### src/rtl/phase_explore_pkg.sv
package phase_explore_pkg;

  typedef enum logic [1:0] {
    M_REFRESH = 2'd0,
    M_HOLD    = 2'd1,
    M_EXPLORE = 2'd2
  } ctl_mode_e;

  // relative deviation of a plain count from its reference
  function automatic logic count_moved(input logic [63:0] cur,
                                       input logic [63:0] base,
                                       input logic [7:0]  sh);
    logic [63:0] diff;
    diff = (cur > base) ? (cur - base) : (base - cur);
    return diff > (base >> sh);
  endfunction

  // relative deviation of IPC, both sides scaled by cur_cyc*ref_cyc
  function automatic logic ipc_moved(input logic [63:0] ci, input logic [63:0] cc,
                                     input logic [63:0] ri, input logic [63:0] rc,
                                     input logic [7:0]  sh);
    logic [63:0] a;
    logic [63:0] b;
    logic [63:0] diff;
    a    = ci * rc;
    b    = ri * cc;
    diff = (a > b) ? (a - b) : (b - a);
    return diff > (b >> sh);
  endfunction

  // strict IPC comparison: ci/cc > bi/bc
  function automatic logic ipc_better(input logic [63:0] ci, input logic [63:0] cc,
                                      input logic [63:0] bi, input logic [63:0] bc);
    return (ci * bc) > (bi * cc);
  endfunction

endpackage

### src/rtl/interval_stats.sv
module interval_stats #(
  parameter int CNT_W = 20,
  parameter int CMT_W = 3
) (
  input  logic             clk,
  input  logic             rst_n,
  input  logic [CMT_W-1:0] commit_cnt,
  input  logic             branch_evt,
  input  logic             miss_evt,
  input  logic [CNT_W-1:0] interval_len,
  output logic             ival_end,
  output logic [CNT_W-1:0] st_instr,
  output logic [CNT_W-1:0] st_cyc,
  output logic [CNT_W-1:0] st_br,
  output logic [CNT_W-1:0] st_ms
);
  logic [CNT_W-1:0] instr_q, cyc_q, br_q, ms_q;

  always_comb begin
    st_instr = instr_q + CNT_W'(commit_cnt);
    st_cyc   = cyc_q + CNT_W'(1);
    st_br    = br_q + CNT_W'(branch_evt);
    st_ms    = ms_q + CNT_W'(miss_evt);
    ival_end = (st_instr >= interval_len);
  end

  always_ff @(posedge clk or negedge rst_n) begin
    if (!rst_n) begin
      instr_q <= '0;
      cyc_q   <= '0;
      br_q    <= '0;
      ms_q    <= '0;
    end else if (ival_end) begin
      instr_q <= '0;
      cyc_q   <= '0;
      br_q    <= '0;
      ms_q    <= '0;
    end else begin
      instr_q <= st_instr;
      cyc_q   <= st_cyc;
      br_q    <= st_br;
      ms_q    <= st_ms;
    end
  end
endmodule

### src/rtl/phase_detector.sv
module phase_detector
  import phase_explore_pkg::*;
#(
  parameter int CNT_W = 20,
  parameter int THR_W = 3
) (
  input  logic             clk,
  input  logic             rst_n,
  input  logic             ref_load,
  input  logic [CNT_W-1:0] st_instr,
  input  logic [CNT_W-1:0] st_cyc,
  input  logic [CNT_W-1:0] st_br,
  input  logic [CNT_W-1:0] st_ms,
  input  logic [THR_W-1:0] thr,
  output logic             moved
);
  logic [CNT_W-1:0] ref_instr, ref_cyc, ref_br, ref_ms;
  logic             br_mv, ms_mv, ipc_mv;

  always_ff @(posedge clk or negedge rst_n) begin
    if (!rst_n) begin
      ref_instr <= '0;
      ref_cyc   <= '0;
      ref_br    <= '0;
      ref_ms    <= '0;
    end else if (ref_load) begin
      ref_instr <= st_instr;
      ref_cyc   <= st_cyc;
      ref_br    <= st_br;
      ref_ms    <= st_ms;
    end
  end

  always_comb begin
    br_mv  = count_moved(64'(st_br), 64'(ref_br), 8'(thr));
    ms_mv  = count_moved(64'(st_ms), 64'(ref_ms), 8'(thr));
    ipc_mv = ipc_moved(64'(st_instr), 64'(st_cyc), 64'(ref_instr), 64'(ref_cyc), 8'(thr));
    moved  = br_mv | ms_mv | ipc_mv;
  end
endmodule

### src/rtl/explore_fsm.sv
module explore_fsm
  import phase_explore_pkg::*;
#(
  parameter int NUM_CFG  = 4,
  parameter int IDX_W    = 2,
  parameter int CNT_W    = 20,
  parameter int THR_W    = 3,
  parameter int THR_INIT = 3
) (
  input  logic             clk,
  input  logic             rst_n,
  input  logic             ival_end,
  input  logic             moved,
  input  logic [CNT_W-1:0] st_instr,
  input  logic [CNT_W-1:0] st_cyc,
  output logic [IDX_W-1:0] cfg_sel,
  output logic             exploring,
  output logic             phase_chg,
  output logic             ref_load,
  output logic [THR_W-1:0] thr
);
  localparam logic [IDX_W-1:0] LAST_IDX = IDX_W'(NUM_CFG - 1);

  ctl_mode_e        mode_q;
  logic [IDX_W-1:0] cfg_q, best_idx, prev_cfg, winner;
  logic [CNT_W-1:0] best_i, best_c;
  logic [THR_W-1:0] thr_q;
  logic             phase_q, take, last;

  always_comb begin
    take      = (cfg_q == '0) ||
                ipc_better(64'(st_instr), 64'(st_cyc), 64'(best_i), 64'(best_c));
    last      = (cfg_q == LAST_IDX);
    winner    = take ? cfg_q : best_idx;
    ref_load  = ival_end && (mode_q == M_REFRESH);
    cfg_sel   = cfg_q;
    exploring = (mode_q == M_EXPLORE);
    phase_chg = phase_q;
    thr       = thr_q;
  end

  always_ff @(posedge clk or negedge rst_n) begin
    if (!rst_n) begin
      mode_q   <= M_REFRESH;
      cfg_q    <= '0;
      best_idx <= '0;
      prev_cfg <= '0;
      best_i   <= '0;
      best_c   <= '0;
      thr_q    <= THR_W'(THR_INIT);
      phase_q  <= 1'b0;
    end else begin
      phase_q <= 1'b0;
      if (ival_end) begin
        unique case (mode_q)
          M_REFRESH: mode_q <= M_HOLD;
          M_HOLD: if (moved) begin
            phase_q  <= 1'b1;
            mode_q   <= M_EXPLORE;
            prev_cfg <= cfg_q;
            cfg_q    <= '0;
          end
          M_EXPLORE: begin
            if (take) begin
              best_idx <= cfg_q;
              best_i   <= st_instr;
              best_c   <= st_cyc;
            end
            if (last) begin
              cfg_q  <= winner;
              mode_q <= M_REFRESH;
              if (winner == prev_cfg && thr_q > THR_W'(1))
                thr_q <= thr_q - THR_W'(1);
            end else begin
              cfg_q <= cfg_q + IDX_W'(1);
            end
          end
          default: mode_q <= M_REFRESH;
        endcase
      end
    end
  end
endmodule

### src/rtl/phase_explore_ctrl.sv
module phase_explore_ctrl #(
  parameter int NUM_CFG  = 4,
  parameter int CNT_W    = 20,
  parameter int CMT_W    = 3,
  parameter int THR_W    = 3,
  parameter int THR_INIT = 3,
  localparam int IDX_W   = (NUM_CFG > 1) ? $clog2(NUM_CFG) : 1
) (
  input  logic             clk,
  input  logic             rst_n,
  input  logic [CMT_W-1:0] commit_cnt,
  input  logic             branch_evt,
  input  logic             miss_evt,
  input  logic [CNT_W-1:0] interval_len,
  output logic [IDX_W-1:0] cfg_sel,
  output logic             exploring,
  output logic             phase_chg
);
  // internal events brought out for the checker
  logic             ival_end;
  logic             moved;
  logic             ref_load;
  logic [THR_W-1:0] thr_val;
  logic [CNT_W-1:0] st_instr, st_cyc, st_br, st_ms;

  interval_stats #(.CNT_W(CNT_W), .CMT_W(CMT_W)) u_stats (
    .clk(clk), .rst_n(rst_n), .commit_cnt(commit_cnt), .branch_evt(branch_evt),
    .miss_evt(miss_evt), .interval_len(interval_len), .ival_end(ival_end),
    .st_instr(st_instr), .st_cyc(st_cyc), .st_br(st_br), .st_ms(st_ms)
  );

  phase_detector #(.CNT_W(CNT_W), .THR_W(THR_W)) u_det (
    .clk(clk), .rst_n(rst_n), .ref_load(ref_load), .st_instr(st_instr),
    .st_cyc(st_cyc), .st_br(st_br), .st_ms(st_ms), .thr(thr_val), .moved(moved)
  );

  explore_fsm #(.NUM_CFG(NUM_CFG), .IDX_W(IDX_W), .CNT_W(CNT_W),
                .THR_W(THR_W), .THR_INIT(THR_INIT)) u_fsm (
    .clk(clk), .rst_n(rst_n), .ival_end(ival_end), .moved(moved),
    .st_instr(st_instr), .st_cyc(st_cyc), .cfg_sel(cfg_sel),
    .exploring(exploring), .phase_chg(phase_chg), .ref_load(ref_load), .thr(thr_val)
  );
endmodule

### config.mk
export PLATFORM = sky130hd
export DESIGN_NAME = phase_explore_ctrl
export DESIGN_NICKNAME = d
export VERILOG_FILES = /design/src/rtl/phase_explore_pkg.sv /design/src/rtl/interval_stats.sv /design/src/rtl/phase_detector.sv /design/src/rtl/explore_fsm.sv /design/src/rtl/phase_explore_ctrl.sv
export SDC_FILE = /design/constraint.sdc
export NUM_CORES = 2
export LEC_CHECK = 0
export BUFFER_PORTS_ARGS = -buffer_cell sky130_fd_sc_hd__clkbuf_2
export CAP_MARGIN = 15
export CORE_AREA = 2 2 508 510
export DETAILED_ROUTE_END_ITERATION = 12
export DIE_AREA = 0 0 510 512
export PLACE_DENSITY = 0.45
export SETUP_SLACK_MARGIN = 0.15
export SLEW_MARGIN = 20
export SYNTH_ARGS = -nofsm -noshare
export SYNTH_HDL_FRONTEND = slang
export SYNTH_SLANG_ARGS = --single-unit
export TNS_END_PERCENT = 100
### constraint.sdc
create_clock -name clk -period 26.2 [get_ports clk]
set_clock_uncertainty 0.1 [all_clocks]
set_input_delay 3.93 -clock clk [delete_from_list [all_inputs] [get_ports clk]]
set_output_delay 3.93 -clock clk [all_outputs]
set_load 0.02 [all_outputs]
### Word level (Yosys, flattened, before mapping)

Cells that the tools add are included.

* output and inout port bits: 4
* bits of input ports: 27
* word-level logic and storage cells: 81
* flip-flop bits (word level): 212

* shifts and indexed selects: 3
* $mul: 4
* add/sub/neg operators: 12
* reductions and logical operators: 12
* mux-type cells: 17
* bitwise logic cells: 2
* $lt $le $gt $ge: 9
* equal/unequal tests: 6

Operators with widths (count)
* $gt 64x64->1: 3
* $mux 64: 3
* $mul 20x20->40: 4
* $shr 20x3->64: 2
* $sub 20x20->21: 4
* $sub 40x40->41: 2
* $gt 40x40->1: 2
* $mux 20: 4
* $shr 40x3->64: 1
* $add 20x1->20: 2
* $gt 20x20->1: 2
* $add 20x1->20 const B: 1
* $add 20x3->20: 1
* $ge 20x20->1: 1
* $reduce_and 3->1: 4
* $mux 2: 5
* $pmux 2 s3: 1
* $eq 2x2->1 const B: 2
* $logic_not 2->1: 2
* $pmux 2 s2: 1
* $reduce_and 4->1: 1
* $gt 3x1->1 const B: 1
* $mux 1: 3
* $sub 3x1->3 const B: 1
* 10 further kinds: 12

### Longest topological paths before layout

* depth after elaboration: 9
* gate-level depth with buffers: 64
* depth with buffers taken out: 61

### Cells and area by module

Synthesis repeated with hierarchy kept, for this count alone.

* cell total of the unflattened synthesis: 8914
* area, all modules: 77002.6 um^2

By module, submodules not included
* phase_detector: sequential area each 2001.9 um^2, cells an instance 5176, area an instance 42871.1 um^2, times used 1
* explore_fsm: sequential area each 1303.8 um^2, cells an instance 3294, area an instance 29628.4 um^2, times used 1
* interval_stats: sequential area each 2001.9 um^2, cells an instance 444, area an instance 4503.1 um^2, times used 1

### Worst setup path before layout

Ideal clock, no wire load.

* path type: input -> register
* from: in commit_cnt[0]
* to: reg u_fsm.prev_cfg[0]
* slack: 8581 ps
* cell stages on the path: 62
* path buffers: 5
* setup time: 125 ps
* data arrival time: 17394 ps
* required time: 25975 ps
* cells stage by stage: ha_1 -> inv_1 -> fa_1 -> inv_1 -> a21o_1 -> nor2b_1 -> nand4_1 -> xnor2_1 -> clkbuf_1 -> and2_1 -> fa_1 -> fa_1 -> inv_1 -> fa_1 -> inv_1 -> fa_1 -> inv_1 -> fa_1 -> (+26 left out) -> clkbuf_1 -> buf_2 -> buf_2 -> mux2_2 -> ha_1 -> nor2b_1 -> o21a_1 -> o21a_1 -> o21ai_0 -> a21oi_1 -> o21a_1 -> o31ai_1 -> a31oi_1 -> a2111o_1 -> nor4b_1 -> a221oi_4 -> nand3b_4 -> mux2_4

* longest elaborated chain between the ends: 7
* elaborated cells on any way between the ends: 10
* those cells by class: 3 x add/sub; 1 x mul; 3 x order compare; 1 x mux; 1 x bitwise; 1 x reduce/logical

Ends and longest elaborated chain
* from (decl): RTL line phase_explore_ctrl.sv:11 `input logic [CMT_W-1:0] commit_cnt,`
* $add 20x3->20 (*): RTL line interval_stats.sv:20 `st_instr = instr_q + CNT_W'(commit_cnt);`
* $mul 20x20->40: RTL line phase_explore_pkg.sv:25 `a = ci * rc;`
* $sub 40x40->41 or $gt 40x40->1 (tied branches): RTL line phase_explore_pkg.sv:27 `diff = (a > b) ? (a - b) : (b - a);`
* $mux 64: RTL line phase_explore_pkg.sv:27
* $gt 64x64->1: RTL line phase_explore_pkg.sv:28 `return diff > (b >> sh);`
* $or 1x1->1: RTL line phase_detector.sv:38 `moved = br_mv | ms_mv | ipc_mv;`
* $reduce_and 3->1 (no source line) (*)
* to (signal assigned): RTL line explore_fsm.sv:60 `prev_cfg <= cfg_q;`
* to (decl): RTL line explore_fsm.sv:25 `logic [IDX_W-1:0] cfg_q, best_idx, prev_cfg, winner;`

Mark *: on every way between the ends. The rest lies on a longest branch, timed or not.
A chain may end at the register's enable or synchronous reset.

### Worst setup path in the final report

* from: in commit_cnt[1]
* to: reg u_fsm.prev_cfg[0]

The elaborated chain is that of the path after synthesis.

==> results summary <==
The flow ran to the end, and the final reports show no timing, DRC or antenna violations. Yosys printed 0 warnings. The pin count of the biggest net entering global routing is 74.

TritonCTS built the clock tree. In this run the most critical hold path is launched from u_fsm.best_i[12]. The via count of the first global-routing pass is 64400. Of the post-synthesis cell area, the dominant cell type holds 0.338. The total number of vias came out at 59800. The final critical-path required period came out at 20.36 ns. The clock net in this run drives a total of 212 sinks.

STA classifies the critical path endpoint as a flip-flop. The detail route stage leaves a number of antenna-violating nets equal to 0. The vertical extent of the die came out at 512 um. The global routing's busiest layer is met2. Together, buffers and inverters on the worst path number 7. The launching point of the worst reg2reg path is u_stats.instr_q[1]. The total routed wirelength is 247 mm. The post-synth net total is 11200. The top achievable clock speed came out at 49.1 MHz. TritonCTS created 27 clock buffers. The cell count after placement is 12000. For the worst flop-to-flop path, the logic depth is 54. The clock-pin slew of the registers on the worst-case setup and hold paths is 0.07 ns. The number of slew-limit violations in the final report is 0. The total power of the final layout came out at 9.88 mW. The synthesized netlist occupies a cell area of 76200 um2.

The number of max-capacitance violations reported is 0. The post-synthesis sequential area ratio is 0.0696. The ratio of total power to cell area came out at 122 nW/um2. By instance count, the cell type seen most on the critical path is sky130_fd_sc_hd__fa_1. The tree is rooted in a sky130_fd_sc_hd__clkbuf_16. By area the synthesized netlist is led by sky130_fd_sc_hd__fa_1 (34%), sky130_fd_sc_hd__ha_1 (15%), sky130_fd_sc_hd__inv_1 (8.4%). The maximum fanout count along the critical path came out at 30.

The proportion of register bits with asynchronous set or reset after synthesis is 1.00. The class of the most critical setup path is input pin to flip-flop. The number of instances on the worst hold path is 1.

The slack of the worst reg-to-reg path is 8.81 ns. The number of top-level design ports is 31. The number of search-and-repair iterations in the first detailed-routing pass is 7. The largest total area in the synthesized netlist belongs to sky130_fd_sc_hd__fa_1. The end of the worst register-to-register path is u_fsm.prev_cfg[0].

Detailed placement finished with a half-perimeter wire length of 191 mm. After detailed routing, the average wire length per cell comes to 20.4 um. The final-layout setup total negative slack came out at 0 ns. The met1 usage came out at 0.269. The number of cells upsized or downsized after cts is 0. The family of cells with the greatest summed delay on the critical path is compound AO/OA/AOI/OAI gates. Setup violations remaining at the end of the flow were counted as 0. Counting flops with a built-in enable in the synthesized netlist gives 0. In this run, distinct cell masters in the synthesized netlist total 98. The count of final hold-check violations is 0. Among all flip-flop cells after synthesis, the most frequent one is sky130_fd_sc_hd__dfrtp_1. The clock passes through at most 3 buffers. The initial antenna violation count is 11. The met2 demand-to-capacity share in global routing is 0.327.

The maximum resistive drop on vdd came out at 0.263 mV. The static leakage came out at 41.5 nW. Compared with the post-synthesis result, the final layout area differs by 6.63%.

The starting DRC count in detailed routing came out at 3795. The total congestion overflow came out at 0. The highest-delay cell along the critical path is sky130_fd_sc_hd__xor2_4. The cell count along the critical path is 55. The final period utilization came out at 0.777.

The final RePlAce weighted congestion came out at 0.910. The critical path launch point type is an input pin. The largest single stage delay on the critical path is 0.89 ns.

Yosys instantiated no cell more often than sky130_fd_sc_hd__inv_1. Data on the critical path arrives at its endpoint at 20.77 ns. Setup repair after global routing left no endpoint under its margin.

The synthesized flop and latch total is 212. The global-route wire length before repair came out at 392 mm. The number of hold buffers added after CTS is 0. The total global-route track usage came out at 0.193. The region available for standard cell placement spans 256000 um2.

The post-synthesis area per instance came out at 8.51 um2. The worst min-delay path class is flip-flop to flip-flop. The total die area is 261000 um2. The hold path endpoint is u_fsm.best_i[12]. In the routed layout, each cell is associated on average with a via count of 4.95.

The die boundary width came out at 510 um. By count the netlist is led by sky130_fd_sc_hd__inv_1 (1696), sky130_fd_sc_hd__nand2_1 (1314), sky130_fd_sc_hd__fa_1 (1287). The met3 track demand over resource is 0.0134. The number of instances in the synthesized netlist is 8961. The max-slew headroom at the worst pin came out at 0.178. The net count of the finished layout is 10900. The required time of the critical path is 26.61 ns.

For the pin with the worst max-slew slack, the measured transition is 1.22 ns. At the later pin of the worst-skew pair, clock insertion delay measures 0.66 ns. The detailed-route DRC error count came out at 0. Row generation in the floorplan step produced 186 rows.

The number of H-tree levels came out at 1. The post-CTS setup-driven buffer insertion count is 0. Across all hold checks on the routed design, the worst slack comes to 0.409 ns.

The post-route core utilization came out at 0.318. The share of final-layout standard cells stronger than drive strength 1 came out at 0.0453. The count of buffers added on input and output ports is 30. The number of standard cells in the final layout excluding fillers is 12100.

For this configuration, the core starts out at a cell density of 0.298.
## worst max path at each step
stage                  start                end
5_1_grt        commit_cnt[1]  u_fsm.prev_cfg[0]
4_1_cts        commit_cnt[1]  u_fsm.prev_cfg[0]
6_report       commit_cnt[1]  u_fsm.prev_cfg[0]
3_3_place_gp   commit_cnt[1]  u_fsm.prev_cfg[1]
3_5_place_dp   commit_cnt[1]  u_fsm.prev_cfg[0]
2_1_floorplan  commit_cnt[0]  u_fsm.prev_cfg[0]
## where the power goes
group	total, mW	switching, mW	leakage (nW)	internal (mW)
clock	0.410	0.189	0.438	0.221
combinational	8.94	5.50	38.2	3.44
sequential	0.523	0.137	2.85	0.386
## flip-flops by register name, indices dropped and copies added (netlist names)
register         cells
u_stats.br_q        20
u_stats.cyc_q       20
u_fsm.mode_q         2
u_det.ref_br        20
u_det.ref_instr     20
u_stats.instr_q     20
u_fsm.best_i        20
u_det.ref_ms        20
u_fsm.prev_cfg       2
u_fsm.phase_chg      1
u_fsm.best_c        20
u_det.ref_cyc       20
u_fsm.thr            3
u_fsm.best_idx       2
u_fsm.cfg_sel        2
u_stats.ms_q        20
## final cells by class
type | count | area (um2)
fillers | 27000 | 174000
inverters | 1699 | 6380
multi-input cells | 6575 | 63200
diodes | 3 | 7.51
repair buffers | 169 | 1200
well taps | 3384 | 4230
clock inverters | 16 | 183
clock buffers | 33 | 728
flip-flops and latches | 212 | 5320
## stage by stage
stage	worst slack [ns]	area [um2]
2_1_floorplan	8.58	76200
3_3_place_gp	5.45	80300
3_5_place_dp	5.36	80300
4_1_cts	6.01	81300
5_1_grt	4.89	81300
6_report	5.84	81300
## layout by cell type (no fill, tap or decap), drive strengths merged, types with 12 or more instances in the layout
cell	netlist	routed
and2	603	603
o21a	39	39
clkbuf	450	62
nor2b	140	140
a211oi	43	43
ha	909	909
and3	42	42
o211ai	25	25
mux4	35	35
or3	12	12
mux2	58	58
o21ai	255	255
a21oi	370	370
mux2i	102	102
o31ai	16	16
nor3	44	44
nand3	83	83
o21bai	62	62
a221oi	12	12
nand2	1314	1314
nor2	282	282
xnor2	194	194
a21boi	15	15
a31oi	30	30
nand4	73	73
inv	1698	1704
a211o	12	12
buf	25	140
dfrtp	210	210
nand2b	50	50
fa	1287	1287
a21o	205	205
xor2	108	108
## layer usage
metal / wire length [um] / part of all wire
met5: 0 / 0
met4: 4980 / 0.020
met3: 10100 / 0.041
met2: 119000 / 0.48
met1: 113000 / 0.46
## logic make-up after synthesis
logic type      Yosys count  synth area share
simple gates           2704             0.169
fa+ha+maj              2198             0.487
buf+inv                2174             0.108
compound gates         1176            0.0986
xor+xnor                302            0.0351
flops                   212            0.0696
mux                     195            0.0326
Power figures use the tool's default switching activity.
